==> src/rtl/cal_pkg.sv <==
package cal_pkg;
  localparam int TIME_W   = 32;
  localparam int SEC_W    = 6;
  localparam int MIN_W    = 6;
  localparam int HOUR_W   = 5;
  localparam int WDAY_W   = 3;
  localparam int MDAY_W   = 5;
  localparam int MON_W    = 4;
  localparam int PAD_W    = TIME_W - SEC_W - MIN_W - HOUR_W - WDAY_W - MDAY_W - MON_W;
  localparam int DIGIT_W  = 4;

  typedef struct packed {
    logic [PAD_W-1:0]  pad;
    logic [MON_W-1:0]  mon;
    logic [MDAY_W-1:0] mday;
    logic [WDAY_W-1:0] wday;
    logic [HOUR_W-1:0] hour;
    logic [MIN_W-1:0]  min;
    logic [SEC_W-1:0]  sec;
  } cal_time_t;

  // A two-digit BCD value is a multiple of 4 when an even tens digit pairs
  // with units 0/4/8, or an odd tens digit pairs with units 2/6.
  function automatic logic bcd2_div4(input logic [7:0] b);
    if (b[4]) return (b[3:0] == 4'd2) || (b[3:0] == 4'd6);
    else      return (b[3:0] == 4'd0) || (b[3:0] == 4'd4) || (b[3:0] == 4'd8);
  endfunction
endpackage

==> src/rtl/cal_bcd_inc.sv <==
module cal_bcd_inc #(
  parameter int DIGITS = 4
) (
  input  logic [DIGITS*cal_pkg::DIGIT_W-1:0] val_i,
  output logic [DIGITS*cal_pkg::DIGIT_W-1:0] val_o
);
  localparam int DW = cal_pkg::DIGIT_W;
  logic [DIGITS:0] carry;
  assign carry[0] = 1'b1;

  for (genvar d = 0; d < DIGITS; d++) begin : g_digit
    logic [DW-1:0] dig;
    assign dig = val_i[d*DW +: DW];
    always_comb begin
      if (!carry[d])        val_o[d*DW +: DW] = dig;
      else if (dig >= 4'd9) val_o[d*DW +: DW] = '0;
      else                  val_o[d*DW +: DW] = dig + 4'd1;
    end
    assign carry[d+1] = carry[d] && (dig >= 4'd9);
  end
endmodule

==> src/rtl/cal_month_len.sv <==
module cal_month_len #(
  parameter int YEAR_W = 16
) (
  input  logic [cal_pkg::MON_W-1:0]  mon_i,
  input  logic [YEAR_W-1:0]          year_i,
  output logic [cal_pkg::MDAY_W-1:0] days_o
);
  logic leap;
  logic [7:0] lo_pair;
  logic [7:0] hi_pair;

  assign lo_pair = year_i[7:0];
  assign hi_pair = year_i[15:8];
  assign leap = (lo_pair != 8'h00) ? cal_pkg::bcd2_div4(lo_pair)
                                   : cal_pkg::bcd2_div4(hi_pair);

  always_comb begin
    case (mon_i)
      4'd2:                      days_o = leap ? 5'd29 : 5'd28;
      4'd4, 4'd6, 4'd9, 4'd11:   days_o = 5'd30;
      default:                   days_o = 5'd31;
    endcase
  end
endmodule

==> src/rtl/cal_time_step.sv <==
module cal_time_step
  import cal_pkg::*;
(
  input  cal_time_t         cur_i,
  input  logic [MDAY_W-1:0] days_i,
  output cal_time_t         nxt_o,
  output logic              year_carry_o
);
  logic c_min, c_hour, c_day, c_mon;

  always_comb begin
    nxt_o  = cur_i;
    c_min  = cur_i.sec  >= 6'd59;
    c_hour = c_min  && (cur_i.min  >= 6'd59);
    c_day  = c_hour && (cur_i.hour >= 5'd23);
    c_mon  = c_day  && (cur_i.mday >= days_i);
    year_carry_o = c_mon && (cur_i.mon >= 4'd12);

    nxt_o.sec = c_min ? '0 : cur_i.sec + 6'd1;
    if (c_min)  nxt_o.min  = c_hour ? '0 : cur_i.min + 6'd1;
    if (c_hour) nxt_o.hour = c_day  ? '0 : cur_i.hour + 5'd1;
    if (c_day) begin
      nxt_o.wday = (cur_i.wday >= 3'd7) ? 3'd1 : cur_i.wday + 3'd1;
      nxt_o.mday = c_mon ? 5'd1 : cur_i.mday + 5'd1;
    end
    if (c_mon)  nxt_o.mon = year_carry_o ? 4'd1 : cur_i.mon + 4'd1;
  end
endmodule

==> src/rtl/cal_clock_core.sv <==
module cal_clock_core
  import cal_pkg::*;
#(
  parameter int          YEAR_DIGITS = 4,
  parameter logic [31:0] RST_TIME    = 32'h0212_0000,
  parameter logic [15:0] RST_YEAR    = 16'h2000
) (
  input  logic        clk,
  input  logic        rst,
  input  logic        tick_i,
  input  logic        run_i,
  input  logic        time_ld_i,
  input  logic [31:0] time_ld_data_i,
  input  logic        year_ld_i,
  input  logic [15:0] year_ld_data_i,
  input  logic        mt_we_i,
  input  logic [31:0] mt_data_i,
  input  logic        my_we_i,
  input  logic [15:0] my_data_i,
  output logic [31:0] time_o,
  output logic [15:0] year_o,
  output logic        alarm_o
);
  localparam int YEAR_W = YEAR_DIGITS * DIGIT_W;
  localparam logic [TIME_W-1:0] LOAD_MASK = {{PAD_W{1'b0}}, {(TIME_W-PAD_W){1'b1}}};

  cal_time_t         time_r, match_t_r, nxt_t;
  logic [YEAR_W-1:0] year_r, match_y_r, year_inc, year_nxt;
  logic [MDAY_W-1:0] days;
  logic              ycarry, adv;

  assign adv      = tick_i && run_i;
  assign year_nxt = ycarry ? year_inc : year_r;

  cal_month_len #(.YEAR_W(YEAR_W)) u_len (
    .mon_i (time_r.mon),
    .year_i(year_r),
    .days_o(days)
  );

  cal_time_step u_step (
    .cur_i       (time_r),
    .days_i      (days),
    .nxt_o       (nxt_t),
    .year_carry_o(ycarry)
  );

  cal_bcd_inc #(.DIGITS(YEAR_DIGITS)) u_inc (
    .val_i(year_r),
    .val_o(year_inc)
  );

  always_ff @(posedge clk) begin
    if (rst) begin
      time_r    <= cal_time_t'(RST_TIME);
      year_r    <= RST_YEAR[YEAR_W-1:0];
      match_t_r <= '1;
      match_y_r <= '1;
      alarm_o   <= 1'b0;
    end else begin
      if (mt_we_i) match_t_r <= cal_time_t'(mt_data_i);
      if (my_we_i) match_y_r <= my_data_i[YEAR_W-1:0];

      if (time_ld_i)  time_r <= cal_time_t'(time_ld_data_i & LOAD_MASK);
      else if (adv)   time_r <= nxt_t;

      if (year_ld_i)                   year_r <= year_ld_data_i[YEAR_W-1:0];
      else if (adv && !time_ld_i)      year_r <= year_nxt;

      alarm_o <= adv && !time_ld_i && !year_ld_i &&
                 (nxt_t == match_t_r) && (year_nxt == match_y_r);
    end
  end

  assign time_o = time_r;
  assign year_o = year_r;
endmodule

==> config.mk <==
export PLATFORM = sky130hd
export DESIGN_NAME = cal_clock_core
export DESIGN_NICKNAME = d
export VERILOG_FILES = /design/src/rtl/cal_pkg.sv /design/src/rtl/cal_bcd_inc.sv /design/src/rtl/cal_month_len.sv /design/src/rtl/cal_time_step.sv /design/src/rtl/cal_clock_core.sv
export SDC_FILE = /design/constraint.sdc
export NUM_CORES = 1
export LEC_CHECK = 0
export BUFFER_PORTS_ARGS = -buffer_cell sky130_fd_sc_hd__clkbuf_2
export CELL_PAD_IN_SITES_DETAIL_PLACEMENT = 1
export CELL_PAD_IN_SITES_GLOBAL_PLACEMENT = 1
export CORE_UTILIZATION = 30
export CTS_CLUSTER_DIAMETER = 40
export DETAILED_ROUTE_END_ITERATION = 7
export GPL_TIMING_DRIVEN = 0
export PLACE_DENSITY_LB_ADDON = 0.1
export SYNTH_ARGS = -nofsm -noshare
export SYNTH_HDL_FRONTEND = slang
export SYNTH_SLANG_ARGS = --single-unit
==> constraint.sdc <==
create_clock -name clk -period 5.2 [get_ports clk]
set_input_delay 0.52 -clock clk [delete_from_list [all_inputs] [get_ports clk]]
set_output_delay 0.52 -clock clk [all_outputs]
set_load 0.02 [all_outputs]
# ---- Word-level counts from Yosys, hierarchy flattened
# Index checks and enable logic that the tools add are counted.
dict set report totals {
  ff_bits 94
  in_bits 104
  output_inout_bits 49
  elab_cells 103
}
dict set report op_classes {
  addsub 10
  order_cmp 10
  n_eq_ne 15
  mux 27
  n_reduce_logical 25
}
# operator n
set ops {}
lappend ops {{two-way mux 29 bit} 2}
lappend ops {{two-way mux 16 bit} 3}
lappend ops {{two-way mux 4 bit} 9}
lappend ops {{== test 29 x 32 -> 1 bit} 1}
lappend ops {{== test 4 x 3 -> 1 bit, second input constant} 6}
lappend ops {{adder 4 x 1 -> 4 bit, second input constant} 5}
lappend ops {{>= comparator 4 bit, second input constant} 5}
lappend ops {{two-way mux 6 bit} 3}
lappend ops {{== test 16 bit} 1}
lappend ops {{== test 4 bit, second input constant} 4}
lappend ops {{two-way mux 5 bit} 3}
lappend ops {{adder 6 x 1 -> 6 bit, second input constant} 2}
lappend ops {{== test 4 x 2 -> 1 bit, second input constant} 3}
lappend ops {{>= comparator 6 bit, second input constant} 2}
lappend ops {{logical AND 1 bit} 11}
lappend ops {{adder 5 x 1 -> 5 bit, second input constant} 2}
lappend ops {{case mux 5 bit (2 select lines)} 1}
lappend ops {{logical NOT 4 bit} 2}
lappend ops {{two-way mux 8 bit} 1}
lappend ops {{nonzero test 8 bit} 1}
lappend ops {{logical OR 1 bit} 6}
lappend ops {{>= comparator 5 bit} 1}
lappend ops {{>= comparator 5 bit, second input constant} 1}
lappend ops {{two-way mux 1 bit} 4}
lappend ops {{6 further kinds} 8}

# ---- Longest topological paths before layout
# Gate-level depths: netlist of run 1.
dict set report logic_depth {
  word_depth 15
  ltp_mapped 18
}

# ---- By module
# From an unflattened synthesis of run 1, not the netlist that was laid out.
dict set report unflattened {
  cells_unflattened 758
  area_unflattened_um2 6212.2
}
# mod instances cells_per_inst area_each_um2 seq_area_each_um2
set by_module_without_submodules {}
lappend by_module_without_submodules {cal_clock_core 1 530 4652.0 1941.9}
lappend by_module_without_submodules {cal_time_step 1 131 910.9 0.0}
lappend by_module_without_submodules {cal_bcd_inc 1 77 516.7 0.0}
lappend by_module_without_submodules {cal_month_len 1 20 132.6 0.0}

# ---- Worst setup path before layout of run 1
# No wires, ideal clock.
dict set report synth_timing {
  path_kind {register -> register}
  from {reg year_r[0], in the netlist year_o[0]}
  to {reg alarm_o}
  setup_ns 0.088
  t_arrival_ns 3.680
  required_time_ns 5.112
  path_slack_ns 1.433
  path_stages_with_launch 16
  cell_sequence {dfxtp_1 inv_1 ha_1 nand2b_1 nor4_1 mux2i_1 a21oi_1 ha_1 nand2b_1 a21oi_1 nor4_4 a31o_2 mux2i_1 o2111ai_1 or4_1 nor4_2}
}
dict set report synth_via {
  elab_chain_len 15
  word_cells_on_any_way 33
}
# item line_no
set synth_rtl {}
lappend synth_rtl {{from (decl)} cal_clock_core.sv:28} ;# logic [YEAR_W-1:0] year_r, match_y_r, year_inc, year_nxt;
lappend synth_rtl {{from (signal assigned)} cal_clock_core.sv:56} ;# year_r <= RST_YEAR[YEAR_W-1:0];
lappend synth_rtl {{from (signal assigned)} cal_clock_core.sv:67} ;# if (year_ld_i) year_r <= year_ld_data_i[YEAR_W-1:0];
lappend synth_rtl {{from (signal assigned)} cal_clock_core.sv:68} ;# else if (adv && !time_ld_i) year_r <= year_nxt;
lappend synth_rtl {{== test 4 x 3 -> 1 bit or logical NOT 4 bit (tied branches)} cal_pkg.sv:26} ;# else return (b[3:0] == 4'd0) || (b[3:0] == 4'd4) || (b[3:0] == 4'd8);
lappend synth_rtl {{logical OR 1 bit (2 in a row)} cal_pkg.sv:26}
lappend synth_rtl {{two-way mux 1 bit} cal_pkg.sv:25} ;# if (b[4]) return (b[3:0] == 4'd2) || (b[3:0] == 4'd6);
lappend synth_rtl {{two-way mux 1 bit} cal_month_len.sv:14} ;# assign leap = (lo_pair != 8'h00) ? cal_pkg::bcd2_div4(lo_pair)
lappend synth_rtl {{two-way mux 1 bit} cal_month_len.sv:19} ;# 4'd2: days_o = leap ? 5'd29 : 5'd28;
lappend synth_rtl {{case mux 5 bit (2 select lines)} cal_month_len.sv:18} ;# case (mon_i)
lappend synth_rtl {{>= comparator 5 bit} cal_time_step.sv:16} ;# c_mon = c_day && (cur_i.mday >= days_i);
lappend synth_rtl {{logical AND 1 bit} cal_time_step.sv:16}
lappend synth_rtl {{logical AND 1 bit} cal_time_step.sv:17} ;# year_carry_o = c_mon && (cur_i.mon >= 4'd12);
lappend synth_rtl {{two-way mux 4 bit (2 in a row)} cal_time_step.sv:26} ;# if (c_mon) nxt_o.mon = year_carry_o ? 4'd1 : cur_i.mon + 4'd1;
lappend synth_rtl {{== test 29 x 32 -> 1 bit} cal_clock_core.sv:71} ;# (nxt_t == match_t_r) && (year_nxt == match_y_r);
lappend synth_rtl {{logical AND 1 bit} cal_clock_core.sv:70} ;# alarm_o <= adv && !time_ld_i && !year_ld_i &&
lappend synth_rtl {{logical AND 1 bit (*)} cal_clock_core.sv:71}
lappend synth_rtl {{to (signal assigned)} cal_clock_core.sv:70}
lappend synth_rtl {{to (decl)} cal_clock_core.sv:22} ;# output logic alarm_o
# Mark *: on every way between the ends. The rest lies on a longest branch, timed or not.
# A chain may end at the register's enable or synchronous reset.

# ---- Worst setup path in the final report of run 1
# Ends and elaborated chain as after synthesis.

==> results.toml, run 1 <==
[status]
status = "finished, final reports clean"

[min_path]
hp-start = "mt_data_i[2]"
hold_path_class = "in2reg"
holdPathStages = 3
hold_end = "match_t_r[2]"

[clock_network]
cts_hold_buf = 0
cts_tree = "yes"
post-cts-setup-buffer-count = 0
root_buffer = "clkbuf_16"
ctsResizeCount = 0
cts_buffer_depth = 2
clock_sinks = 94
insertion_delay_ns = 0.37
cts_made_buffers = 9
clkTransAtPathRegs_ns = 0.08
htreeDepth = 3

[critical_path]
path_cells = "inv_1 > ha_1 > nand2b_1 > nor4_1 > mux2i_1 > a21oi_1 > ha_1 > nand2b_1 > a21oi_1 > nor4_4 > buf_2 > nand2_1 > o211a_1 > nor4_1 > nand4_1 > nor4_2"
r2r-start = "year_o[0]"
crit_required_ns = 5.46
crit_type = "reg2reg"
slowest_delay_ns = 0.70
arrival_ns = 5.12
slowest_stage = "nor4_4"
timing.critical_path.to_type = "flip-flop"
r2r_end = "alarm_o"
crit_path_start_kind = "flip-flop"
r2r_setup_slack_ns = 0.34
cp_max_fo = 10
r2r_cells = 16

[logic_synthesis]
synth_compound_area_share_pct = 21.19
synth_xor_area_share_pct = 3.585
synthMuxAreaShare_pct = 10.28
ys_seq_area_share_pct = 29.62
post_synth_and_or_nand_nor_area_fraction_pct = 24.44
synth_edf_count = 0
netlist_instances = 829
ys.flop_type = "dfxtp_1"
synth_top_area_cell = "dfxtp_1"
synth_area_leaders = "dfxtp_1 30%, mux2i_1 9.9%, nand2_1 5.8%"
netlist_area_um2 = 6352
syn_avg_cell_area_um2 = 7.663
yosys_warnings = 0
async_flop_share_pct = 0
ys_ff_latch = 94
synth_top_family_by_area = "simple AND/OR/NAND/NOR gates"
yosysMostFrequentCell = "nand2_1"
synthDominantCellAreaShare_pct = 29.62
synth-adder-area-share_pct = 5.870
netlist_top_cells_count = "98 x nand2_1, 94 x dfxtp_1, 88 x nor2_1"
yosysUniqueCellTypes = 69

[routing]
first_pass_iters = 5
via_count = 6764
wirelength_um = 25980
ant_nets = 0
viasPerCell = 5.368
drc = 0
drtIter0Drc = 298
wire_per_inst_um = 20.62

[pwr]
power_leakage_nw = 3.229
cellPowerDensity_nw_per_um2 = 248.7
totalPowerFinal_mw = 1.916
peakVddDrop_v = 0.0001285

[placement]
io_buffers = 143
gp_congestion = 0.8707
place_area_um2 = 7413
dpl.hpwl_um = 20540
place_inst = 1244

[die]
dieHeight_um = 147.5
start_util_pct = 31.00
die_w_um = 147.5
row_count = 52
dieArea_um2 = 21760
core_um2 = 20490
pin_count = 153

[sta]
layout_min_cycle_time_ns = 4.857
rsz0062_at_grt = "no"
hold_violations = 0
max_freq_mhz = 205.9
skew_ns = 0.009208
fin_crit_sh_pct = 93.41
finalSetupTns_ns = 0
worst_pin_slew_ns = 1.061
drv_slew = 0
timing.slew.headroom_pct = 29.28
setup_viol = 0

[layout]
area_delta_synth_final_pct = 21.25
diodes = 0
fill_cells = 2608
fin_area_um2 = 7702
fin_nets = 1118
instances_no_fill = 1260
layout-drive-gt1-share_pct = 18.69

[global_route]
grt_pass1_vias = 6589
grt_usage_pct = 24.30
grt_max_degree = 19
grt_pass1_wl_um = 39780
antenna_found_initial = 0
grt-ovfl-total = 0

[run]
drv_cap = 0
how the worst max path moves through the flow:
| stage | startpoint | to | slack, ns | cells past startpoint |
|---|---|---|---|---|
| floorplan | year_o[0] | alarm_o | 1.43 | 15 |
| global placement | year_o[0] | alarm_o | 0.42 | 16 |
| detailed placement | year_o[0] | alarm_o | 0.42 | 16 |
| CTS | year_o[0] | alarm_o | 0.40 | 16 |
| global route | year_o[0] | alarm_o | 0.07 | 16 |
| finish | year_o[0] | alarm_o | 0.34 | 16 |
metal layers:
metal	vias to the layer above	track usage, %	share of wire [%]
li1	3301	-	-
met1	3286	33.04	47
met2	161	41.32	48
met3	16	2.191	3.3
met4	0	5.773	1.3
met5	-	0	0
cell type report:
| type | count | area (µm²) | area share (%) |
|---|---|---|---|
| Tap cell | 270 | 337.8 | 4.386 |
| Clock buffer | 9 | 225.2 | 2.924 |
| Timing Repair Buffer | 143 | 715.7 | 9.292 |
| Clock inverter | 7 | 63.81 | 0.8285 |
| Inverter | 22 | 82.58 | 1.072 |
| Buffer | 55 | 231.5 | 3.005 |
| Multi-Input combinational cell | 660 | 4164 | 54.06 |
| Sequential cell | 94 | 1882 | 24.43 |
report_power, final:
group          switching (mW)  total [mW]  internal, mW
clock                   0.363       0.701         0.338
sequential             0.0594       0.823         0.763
combinational           0.238       0.392         0.154
kinds of logic after synthesis:
group | count (synthesis)
flip-flops | 94
adder cells (fa/ha/maj) | 30
AND/OR/NAND/NOR | 322
multiplexers | 65
buffers and inverters | 77
other | 1
XOR/XNOR | 26
AO/OA/AOI/OAI | 214
placed cells by master, fill, tap and decap left out, drive strengths merged, types with 10 or more instances in the layout:
cell    netlist  layout
clkbuf       38     190
mux2i        63      63
a31oi        10      10
nor3         24      24
o21ai        51      51
nor2         89      89
and3         12      12
inv          21      26
ha           29      29
nand3        25      25
o31ai        12      12
dfxtp        94      94
buf          17      17
nor4         13      13
nand4        16      16
a21oi        70      70
a211oi       13      13
xnor2        18      18
nand2        99      99
worst max-delay path: cells and delay by family (launching register included):
family	cells	cell delay, ns
buffers and inverters	2	0.64
AND/OR/NAND/NOR	8	2.21
adder cells (fa/ha/maj)	2	0.48
multiplexers	1	0.37
AO/OA/AOI/OAI	3	0.63
flip-flops	1	0.42
flip-flops by register name, indices dropped and copies added (netlist names):
name       flops
match_y_r     16
time_o        29
year_o        16
alarm_o        1
match_t_r     32
through the flow:
step	util (%)	setup slack (ns)	hold WS, ns
after floorplan	-	1.433	0.4368
after global placement	36.17	0.4220	0.4582
after detailed placement	36.17	0.4157	0.4626
after CTS	37.58	0.3983	0.3581
after global routing	37.58	0.06671	0.3775
final	37.58	0.3428	0.3632
(Power assumes the default switching activity.)
==> run 2: changes to the inputs <==
--- a/config.mk
+++ b/config.mk
@@ -15,4 +15,5 @@
 export PLACE_DENSITY_LB_ADDON = 0.1
 export SYNTH_ARGS = -nofsm -noshare
 export SYNTH_HDL_FRONTEND = slang
+export SYNTH_HIERARCHICAL = 1
 export SYNTH_SLANG_ARGS = --single-unit
==> results.toml, run 2 <==
[clock_network]
root_buffer = "clkbuf_16"
clkTransAtPathRegs_ns = 0.07
post-cts-setup-buffer-count = 0
ctsResizeCount = 0
insertion_delay_ns = 0.36
cts_tree = "yes"
cts_made_buffers = 9
htreeDepth = 3
cts_buffer_depth = 2
cts_hold_buf = 0
clock_sinks = 97

[critical_path]
r2r_cells = 18
slowest_stage = "o21ai_0"
cp_max_fo = 12
crit_path_start_kind = "flip-flop"
timing.critical_path.to_type = "flip-flop"
arrival_ns = 4.56
crit_type = "reg2reg"
slowest_delay_ns = 0.50
crit_required_ns = 5.47
path_cells = "nor4_1 > nand2_1 > mux2i_1 > a31oi_1 > ha_1 > nand2b_1 > a21oi_1 > o21ai_0 > and2_1 > buf_6 > and3_1 > buf_6 > buf_12 > mux2i_1 > xnor2_1 > nor4_1 > nand3_1 > nor4_2"

[routing]
via_count = 5867
wirelength_um = 21500
viasPerCell = 4.930
wire_per_inst_um = 18.07
drc = 0
drtIter0Drc = 161
first_pass_iters = 4
ant_nets = 0

[logic_synthesis]
netlist_top_cells_count = "97 x dfxtp_1, 78 x nor2_1, 75 x a21oi_1"
yosys_warnings = 6
synth_area_leaders = "dfxtp_1 31%, a211o_1 7.0%, mux2i_1 6.4%"
yosysMostFrequentCell = "dfxtp_1"
ys_ff_latch = 97
syn_avg_cell_area_um2 = 8.196
synth_edf_count = 0
netlist_instances = 758
yosysUniqueCellTypes = 56
async_flop_share_pct = 0
ys.flop_type = "dfxtp_1"
netlist_area_um2 = 6212
synth_top_area_cell = "dfxtp_1"
ys_seq_area_share_pct = 31.26
synthDominantCellAreaShare_pct = 31.26

[global_route]
grt_pass1_wl_um = 33660
use_met2_pct = 37.18
grt_max_degree = 16
busiest_layer = "met2"
grt_usage_pct = 20.65
grt_pass1_vias = 6029
use_met3_pct = 3.260
use_met1_pct = 25.11
antenna_found_initial = 3
grt-ovfl-total = 0

[sta]
drv_slew = 0
max_freq_mhz = 233.6
whs_ns = 0.3637
rsz0062_at_grt = "no"
finalSetupTns_ns = 0
layout_min_cycle_time_ns = 4.282
fin_crit_sh_pct = 82.34
timing.slew.headroom_pct = 50.97
setup_viol = 0
skew_ns = 0.005880
worst_pin_slew_ns = 0.7259
hold_violations = 0

[die]
row_count = 52
core_um2 = 20300
pin_count = 153
dieHeight_um = 145.9
die_w_um = 145.9
start_util_pct = 30.60
dieArea_um2 = 21290

[layout]
multi_input_area_um2 = 3895
area.sequential_um2 = 1942
layout-drive-gt1-share_pct = 21.87
layout_common_cells = "143 x clkbuf_2, 97 x dfxtp_1, 78 x nor2_1"
final_common_cell = "clkbuf_2"
fill_cells = 2567
area_delta_synth_final_pct = 22.13
fin_nets = 1042

[placement]
dpl.hpwl_um = 17010
gp_congestion = 0.8174
io_buffers = 143

[min_path]
holdPathStages = 2
hold_path_class = "in2reg"

[status]
status = "finished, final reports clean"

[pwr]
peakVddDrop_v = 0.0001496
cellPowerDensity_nw_per_um2 = 256.9
power_leakage_nw = 3.336

[run]
drv_cap = 0
run 2: cell types whose count changed in the layout (fill, tap and decap cells not counted), moves of 17 or more:
| cell | previous run | this run |
|---|---|---|
| a211o_1 | 3 | 50 |
| nand2_1 | 98 | 54 |
| nor2b_1 | 5 | 49 |
| o21ai_0 | 50 | 22 |
| mux2i_1 | 63 | 40 |
| nand3_1 | 25 | 42 |
| nor3_1 | 24 | 7 |
run 2: logic make-up after synthesis:
logic type / share of synthesized area [%]
AO/OA/AOI/OAI: 19.78
XOR/XNOR: 7.754
adder cells (fa/ha/maj): 4.834
buffers and inverters: 6.163
flip-flops: 31.26
multiplexers: 7.533
other: 0.06037
AND/OR/NAND/NOR: 22.62
run 2: critical path, delay by kind of cell (launching register included):
family                     cells  cell delay [ns]
and+or+nand+nor                8             1.51
AOI/OAI and AO/OA              3             0.72
muxes                          2             0.63
buffers and inverters          3             0.46
DFF                            1             0.45
adders and majority gates      1             0.28
xor gates and xnor gates       1             0.14
run 2: path summary, 6_finish.rpt:
check                                   start       endpoint  slack, ns
worst min register to register  match_t_r[22]  match_t_r[22]       0.59
worst max register to register      year_o[4]        alarm_o       0.92
worst min-delay path             my_data_i[7]   match_y_r[7]       0.36
worst max-delay path                year_o[4]        alarm_o       0.92
run 2: cell type report:
cell class	count	share of cell area [%]
well taps	270	4.453
plain buffers	58	4.205
clock buffers	10	3.018
flip-flops and latches	97	25.59
inverters	17	0.8410
repair buffers	143	9.433
diodes	1	0.03298
multi-input cells	588	51.34
clock inverters	6	1.088
run 2: stage by stage:
| stage | cell area, µm² | worst slack, ns | cells | power, mW | util, % |
|---|---|---|---|---|---|
| global route | 7587 | 0.4781 | 1190 | 2.044 | 37.38 |
| global placement | 7273 | 0.9229 | 1173 | 1.236 | 35.83 |
| floorplan | 6220 | 1.767 | 760 | 1.091 | - |
| CTS | 7585 | 0.8753 | 1189 | 1.975 | 37.36 |
| detailed placement | 7273 | 0.9157 | 1173 | 1.239 | 35.83 |
| finish | 7587 | 0.9185 | 1190 | 1.949 | 37.38 |
run 2: where the power goes:
part / switching [mW] / total [mW] / internal, mW
logic: 0.209 / 0.369 / 0.160
registers: 0.0593 / 0.849 / 0.789
clock network: 0.312 / 0.732 / 0.420
total: 0.580 / 1.95 / 1.37
run 2: layer usage:
metal  wire [µm]  up-vias
li1            -     2979
met1        9808     2772
met2       10650       96
met3         773       16
met4         250        4
met5          23        -
